[src/rtl/irqc_pkg.sv]
package irqc_pkg;
  localparam int ADDR_W = 4;
  localparam int NBANKS = 2;

  // register word addresses; banks occupy 0..3 and 4..7
  typedef enum logic [ADDR_W-1:0] {
    A_NRM_RAW  = 4'd0,
    A_NRM_STAT = 4'd1,
    A_NRM_SET  = 4'd2,
    A_NRM_CLR  = 4'd3,
    A_FST_RAW  = 4'd4,
    A_FST_STAT = 4'd5,
    A_FST_SET  = 4'd6,
    A_FST_CLR  = 4'd7,
    A_EDGE     = 4'd8,
    A_RISE     = 4'd9,
    A_FALL     = 4'd10
  } reg_addr_e;

  // offsets inside a bank window
  localparam logic [1:0] BOFS_RAW  = 2'd0;
  localparam logic [1:0] BOFS_STAT = 2'd1;
  localparam logic [1:0] BOFS_SET  = 2'd2;
  localparam logic [1:0] BOFS_CLR  = 2'd3;
endpackage

[src/rtl/irqc_sync.sv]
module irqc_sync #(
  parameter int W      = 32,
  parameter int STAGES = 2
) (
  input  logic         clk,
  input  logic         rst,
  input  logic [W-1:0] d_i,
  output logic [W-1:0] q_o
);
  logic [W-1:0] stg [STAGES];

  always_ff @(posedge clk) begin
    if (rst) stg[0] <= '0;
    else     stg[0] <= d_i;
  end

  for (genvar i = 1; i < STAGES; i++) begin : g_stage
    always_ff @(posedge clk) begin
      if (rst) stg[i] <= '0;
      else     stg[i] <= stg[i-1];
    end
  end

  assign q_o = stg[STAGES-1];
endmodule

[src/rtl/irqc_detect.sv]
module irqc_detect #(
  parameter int NSRC        = 32,
  parameter int SYNC_STAGES = 2
) (
  input  logic            clk,
  input  logic            rst,
  input  logic [NSRC-1:0] src_i,
  input  logic [NSRC-1:0] rise_sel_i,
  input  logic [NSRC-1:0] fall_sel_i,
  input  logic [NSRC-1:0] clr_i,
  output logic [NSRC-1:0] edge_o,
  output logic [NSRC-1:0] raw_o
);
  logic [NSRC-1:0] s_q, prev_q, edge_q;
  logic [NSRC-1:0] rise_hit, fall_hit, hit, edge_mode;

  irqc_sync #(.W(NSRC), .STAGES(SYNC_STAGES)) u_sync (
    .clk (clk),
    .rst (rst),
    .d_i (src_i),
    .q_o (s_q)
  );

  always_ff @(posedge clk) begin
    if (rst) prev_q <= '0;
    else     prev_q <= s_q;
  end

  always_comb begin
    rise_hit  = s_q & ~prev_q & rise_sel_i;
    fall_hit  = ~s_q & prev_q & fall_sel_i;
    hit       = rise_hit | fall_hit;
    edge_mode = rise_sel_i | fall_sel_i;
  end

  // a new event outranks a clear landing in the same cycle
  always_ff @(posedge clk) begin
    if (rst) edge_q <= '0;
    else     edge_q <= (edge_q & ~clr_i) | hit;
  end

  assign edge_o = edge_q;
  assign raw_o  = (edge_mode & edge_q) | (~edge_mode & s_q);

  a_r5_rise_latch: assert property (@(posedge clk) disable iff (rst)
    (|rise_hit) |=> ((edge_q & $past(rise_hit)) == $past(rise_hit)));

  a_r6_fall_latch: assert property (@(posedge clk) disable iff (rst)
    (|fall_hit) |=> ((edge_q & $past(fall_hit)) == $past(fall_hit)));

  a_r7_zero_keeps: assert property (@(posedge clk) disable iff (rst)
    (($past(edge_q) & ~edge_q & ~$past(clr_i)) == '0));

  a_r8_set_wins: assert property (@(posedge clk) disable iff (rst)
    (|(hit & clr_i)) |=> ((edge_q & $past(hit & clr_i)) == $past(hit & clr_i)));
endmodule

[src/rtl/irqc_bank.sv]
module irqc_bank #(
  parameter int NSRC = 32
) (
  input  logic            clk,
  input  logic            rst,
  input  logic [NSRC-1:0] set_i,
  input  logic [NSRC-1:0] clr_i,
  input  logic [NSRC-1:0] raw_i,
  output logic [NSRC-1:0] en_o,
  output logic [NSRC-1:0] stat_o,
  output logic            irq_o
);
  logic [NSRC-1:0] en_q;
  logic            irq_q;

  always_ff @(posedge clk) begin
    if (rst) en_q <= '0;
    else     en_q <= (en_q | set_i) & ~clr_i;
  end

  assign stat_o = raw_i & en_q;

  always_ff @(posedge clk) begin
    if (rst) irq_q <= 1'b0;
    else     irq_q <= |stat_o;
  end

  assign en_o  = en_q;
  assign irq_o = irq_q;

  a_r2_set_bits: assert property (@(posedge clk) disable iff (rst)
    (|(set_i & ~clr_i)) |=> ((en_q & $past(set_i & ~clr_i)) == $past(set_i & ~clr_i)));

  a_r3_clr_bits: assert property (@(posedge clk) disable iff (rst)
    (|clr_i) |=> ((en_q & $past(clr_i)) == '0));

  a_r10_quiet: assert property (@(posedge clk) disable iff (rst)
    (en_q == '0) |=> !irq_o);
endmodule

[src/rtl/irq_edge_ctrl.sv]
module irq_edge_ctrl
  import irqc_pkg::*;
#(
  parameter int NSRC        = 32,
  parameter int SYNC_STAGES = 2
) (
  input  logic              clk,
  input  logic              rst,
  input  logic [NSRC-1:0]   src_i,
  input  logic [ADDR_W-1:0] addr_i,
  input  logic              we_i,
  input  logic [NSRC-1:0]   wdata_i,
  output logic [NSRC-1:0]   rdata_o,
  output logic              irq_norm_o,
  output logic              irq_fast_o
);
  logic [NSRC-1:0] rise_q, fall_q, edge_w, raw_w, edge_clr;
  logic [NSRC-1:0] en_w   [NBANKS];
  logic [NSRC-1:0] stat_w [NBANKS];
  logic [NSRC-1:0] set_w  [NBANKS];
  logic [NSRC-1:0] clrb_w [NBANKS];
  logic [NBANKS-1:0] irq_w;
  logic [NSRC-1:0] rd_mux, rdata_q;

  // mode select registers
  always_ff @(posedge clk) begin
    if (rst) begin
      rise_q <= '0;
      fall_q <= '0;
    end else if (we_i) begin
      if (addr_i == A_RISE) rise_q <= wdata_i;
      if (addr_i == A_FALL) fall_q <= wdata_i;
    end
  end

  assign edge_clr = (we_i && addr_i == A_EDGE) ? wdata_i : '0;

  irqc_detect #(.NSRC(NSRC), .SYNC_STAGES(SYNC_STAGES)) u_detect (
    .clk        (clk),
    .rst        (rst),
    .src_i      (src_i),
    .rise_sel_i (rise_q),
    .fall_sel_i (fall_q),
    .clr_i      (edge_clr),
    .edge_o     (edge_w),
    .raw_o      (raw_w)
  );

  for (genvar b = 0; b < NBANKS; b++) begin : g_bank
    logic in_win;
    assign in_win    = we_i && !addr_i[3] && (addr_i[2] == 1'(b));
    assign set_w[b]  = (in_win && addr_i[1:0] == BOFS_SET) ? wdata_i : '0;
    assign clrb_w[b] = (in_win && addr_i[1:0] == BOFS_CLR) ? wdata_i : '0;

    irqc_bank #(.NSRC(NSRC)) u_bank (
      .clk    (clk),
      .rst    (rst),
      .set_i  (set_w[b]),
      .clr_i  (clrb_w[b]),
      .raw_i  (raw_w),
      .en_o   (en_w[b]),
      .stat_o (stat_w[b]),
      .irq_o  (irq_w[b])
    );
  end

  always_comb begin
    rd_mux = '0;
    if (!addr_i[3]) begin
      case (addr_i[1:0])
        BOFS_RAW:  rd_mux = raw_w;
        BOFS_STAT: rd_mux = stat_w[addr_i[2]];
        default:   rd_mux = en_w[addr_i[2]];
      endcase
    end else begin
      case (addr_i)
        A_EDGE:  rd_mux = edge_w;
        A_RISE:  rd_mux = rise_q;
        A_FALL:  rd_mux = fall_q;
        default: rd_mux = '0;
      endcase
    end
  end

  always_ff @(posedge clk) begin
    if (rst) rdata_q <= '0;
    else     rdata_q <= rd_mux;
  end

  assign rdata_o    = rdata_q;
  assign irq_norm_o = irq_w[0];
  assign irq_fast_o = irq_w[1];

  a_r1_reset_quiet: assert property (@(posedge clk)
    rst |=> (!irq_norm_o && !irq_fast_o && rdata_o == '0));

  a_r11_rise_store: assert property (@(posedge clk) disable iff (rst)
    (we_i && addr_i == A_RISE) |=> (rise_q == $past(wdata_i)));
endmodule

[config.mk]
export PLATFORM = sky130hd
export DESIGN_NAME = irq_edge_ctrl
export DESIGN_NICKNAME = d
export VERILOG_FILES = /design/src/rtl/irqc_pkg.sv /design/src/rtl/irqc_sync.sv /design/src/rtl/irqc_detect.sv /design/src/rtl/irqc_bank.sv /design/src/rtl/irq_edge_ctrl.sv
export SDC_FILE = /design/constraint.sdc
export NUM_CORES = 1
export LEC_CHECK = 0
export ABC_AREA = 1
export BUFFER_PORTS_ARGS = -buffer_cell sky130_fd_sc_hd__buf_4
export CAP_MARGIN = 10
export CORE_AREA = 8 8 231 233
export DETAILED_ROUTE_END_ITERATION = 8
export DIE_AREA = 0 0 239 241
export HOLD_SLACK_MARGIN = 0.1
export MAX_ROUTING_LAYER = met4
export PLACE_DENSITY = 0.48
export SYNTH_ARGS = -nofsm -noshare
export SYNTH_HDL_FRONTEND = slang
export SYNTH_SLANG_ARGS = --single-unit
[constraint.sdc]
create_clock -name clk -period 3.69 [get_ports clk]
set_input_delay 0.5535 -clock clk [delete_from_list [all_inputs] [get_ports clk]]
set_output_delay 0.5535 -clock clk [all_outputs]
set_load 0.02 [all_outputs]
==> results.md <==
- Row cnt: 82
- Largest net degree at the start of global routing: ~100
- Post-synthesis sequential area ratio: 0.4754
- Leak: 5.893 nW
- Layout cells sized above 1: 0.1091
- Worst Hold End: u_detect.u_sync.stg[0][23]$_SDFF_PP0_
- Slack of the critical path: ~1.3 ns
- DP Area: 13650 sq um
- Critical path endpoint category: flip-flop
- H-tree depth: 2
- Die Width: 239 um
- 1st-pass router iterations: 7
- Slew of the pin with the lowest slew margin: between 0.9 and 1 ns
- Max VDD drop: 218.4 uV
- Worst EP required: 4.06 ns
- Design Area, Final: 14890 sq um
- Min-delay worst type: primary input to flip-flop
- CP arrival: 2.77 ns
- Vias per inst: 4.608
- Layout fillers: approximately 5400
- Hold Path Cell Cnt: 3
- FF+latch count, synth: 290
- Hold Startpoint: src_i[23]
- Yosys cell types: 26
- Reg clk slew, reported paths: 0.06 ns
- Clock Tree Buf Depth: 3
- Vias in the first global route: 11160
- Syn Nets: 1782
- Max Fclk: between 400 and 500 MHz
- Final Hold Fails: 0
- Reg2reg path depth: 7
- Final setup fails: 0
- Critical Path Start Type: primary input
- Initial antenna violation count: 2
- Register area: between 5000 and 6000 sq um
- Syn Std Cell Area: around 12000 sq um
- Period utilization: 0.6503
- Input/output buffers: 104
- Cells after synthesis: 1711
- Post-CTS Resized: 0
- Post-CTS setup buffers: 0
- NumNets Final: 1855
- Run status: finished clean
- Final setup TNS: 0 ns
- Pwr/cell area: 498.2 nW/um^2
- Worst r2r src: rise_q[1]$_SDFFE_PP0P_
- Post-route DRC: 0
- Worst Hold Slack: ~0.22 ns
- Crit Path Class: primary input to flip-flop
- I/O pin count: ~110
- Detailed placer's ending HPWL: 24800 um
- Gr usage total: 0.1401
- CTS Buf Count: 36
- CP startpoint: addr_i[2]
- Root Buffer: clkbuf_16
- Total gr overflow: 0
- Hold-fix buffers, CTS: 0
- Rel. slew slack: 0.3672
- Skew-Pair Late Insertion Delay: between 0.5 and 0.6 ns
- Clock sink count: 290
- Slack of the worst reg-to-reg path: around 2.1 ns
- Worst Skew: roughly 0.019 ns
- Initial core utilization: 0.2459
- Multi-input logic area: 5216 sq um
- Place WS: 0.7489 ns
- DIE HEIGHT: 241 um
- Worst-path fanout max: 68
- Wire length of the first global-routing pass: 62460 um
- Post-detailed-route wirelength per cell: 16.04 um
- DR iter-0 viols: around 940
- Detailed Route WL: 39790 um
- Core Area: 49660 sq um
- Number of vias in the routed layout: 11430
- Terminus of the critical flop-to-flop path: g_bank[1].u_bank.irq_o$_SDFF_PP0_
- MaxCap Viol Count: 0
- Routability congestion estimate: 0.7747
- CTS tree: built
- RSZ-0062 raised after global routing: false
- Die area: 57600 sq um
- Synth Area per Inst: 7.137 sq um
- Max-slew violations: 0
- Minimum clock period: 2.399 ns
- Synth-to-Final Area Change: 21.96%
- Routed Antenna Nets: 0
- Synth warnings: 0
cell families (layout without fill, tap and decap cells):
kind of cell	after synthesis	after routing	share of synthesized area
DFF	290	290	0.4754
AOI/OAI and AO/OA	370	370	0.1733
and+or+nand+nor	749	749	0.2527
buffers and inverters	302	397	0.09867
other	0	2	0
cell type report:
| type | count | share of cell area |
|---|---|---|
| Antenna cell | 2 | 0.0003361 |
| Tap cell | 672 | 0.05646 |
| Clock buffer | 49 | 0.07057 |
| Inverter | 212 | 0.05343 |
| Timing Repair Buffer | 125 | 0.06687 |
| Clock inverter | 11 | 0.01227 |
| Sequential cell | 290 | 0.3898 |
| Multi-Input combinational cell | 1119 | 0.3502 |
registers in the layout (all words and copies together) (netlist names):
signal and flops:
g_bank.u_bank.en_o 64, u_detect.u_sync.stg 64, fall_q 32, rdata_o 32
rise_q 32, u_detect.edge_o 32, u_detect.prev_q 32, g_bank.u_bank.irq_o 2
critical path, cell delays in order:
cell,delay [ns]
buf_4,0.36
nor2_2,0.24
inv_1,0.10
nor2_2,0.19
buf_4,0.21
nand2_2,0.55
o21ai_0,0.40
a31oi_1,0.11
metal layers:
metal  share of wire  wire length [um]  GRT usage
met1            0.47             18510     0.1817
met5               0                 0          -
met4           0.023               930    0.04365
met2            0.45             17830     0.2177
met3           0.063              2522    0.02888
power breakdown:
group | switching [W] | internal (W) | leakage [nW]
Sequential | 0.0000380 | 0.00321 | 2.36
Combinational | 0.000329 | 0.000155 | 2.93
Clock | 0.00136 | 0.00233 | 0.609
Total | 0.00173 | 0.00569 | 5.89
cell usage after synthesis:
master    number  area (sq um)
buf_2         33         165.2
a21oi_1      122         610.6
nand3_1      161         805.8
nand4_1        1         6.260
nand2_2        4         25.02
a41oi_1        9         78.83
inv_1        208         780.8
inv_2          4         15.01
o21ai_1        5         25.02
nor2_2         3         18.77
nor3_2         2         20.02
o22ai_1       22         137.6
a211oi_2       2         25.02
o211ai_1      34         255.2
buf_4          6         45.04
nor2_1       267          1002
o21bai_1       5         37.54
nand2_1      279          1047
buf_1          2         7.510
nor3_1        32         160.2
a211oi_1      20         150.1
buf_6          1         11.26
dfxtp_1      290          5806
a31oi_1       32         200.2
o21ai_0      119         595.6
clkbuf_1      48         180.2
stage by stage:
step / util / cells / total power (W)
2_1_floorplan: - / 1711 / 0.003582
3_3_place_gp: 0.2750 / 2418 / 0.003795
3_5_place_dp: 0.2750 / 2418 / 0.003798
4_1_cts: 0.2998 / 2478 / 0.007542
5_1_grt: 0.2999 / 2480 / 0.007710
6_report: 0.2999 / 2480 / 0.007419
layout by cell type (no fill, tap or decap), types with 22 or more instances in the layout:
cell | synthesis | final
a21oi_1 | 122 | 122
a31oi_1 | 32 | 32
buf_4 | 6 | 120
clkbuf_16 | 0 | 37
dfxtp_1 | 290 | 290
inv_1 | 208 | 208
nand2_1 | 279 | 278
nand3_1 | 161 | 161
nor2_1 | 267 | 267
nor3_1 | 32 | 32
o211ai_1 | 34 | 34
o21ai_0 | 119 | 119
o22ai_1 | 22 | 22
worst max-delay path by stage:
stage          slack (ns)  depth (start not counted)                        endpoint
2_1_floorplan        2.12                          9   u_detect.edge_o[1]$_SDFF_PP0_
3_3_place_gp         0.82                          8   u_detect.edge_o[1]$_SDFF_PP0_
3_5_place_dp         0.75                          8  u_detect.edge_o[22]$_SDFF_PP0_
4_1_cts              1.32                          8  u_detect.edge_o[29]$_SDFF_PP0_
5_1_grt              1.13                          8  u_detect.edge_o[28]$_SDFF_PP0_
6_report             1.29                          8  u_detect.edge_o[29]$_SDFF_PP0_
Note: power is estimated with default switching activity, not from simulation.
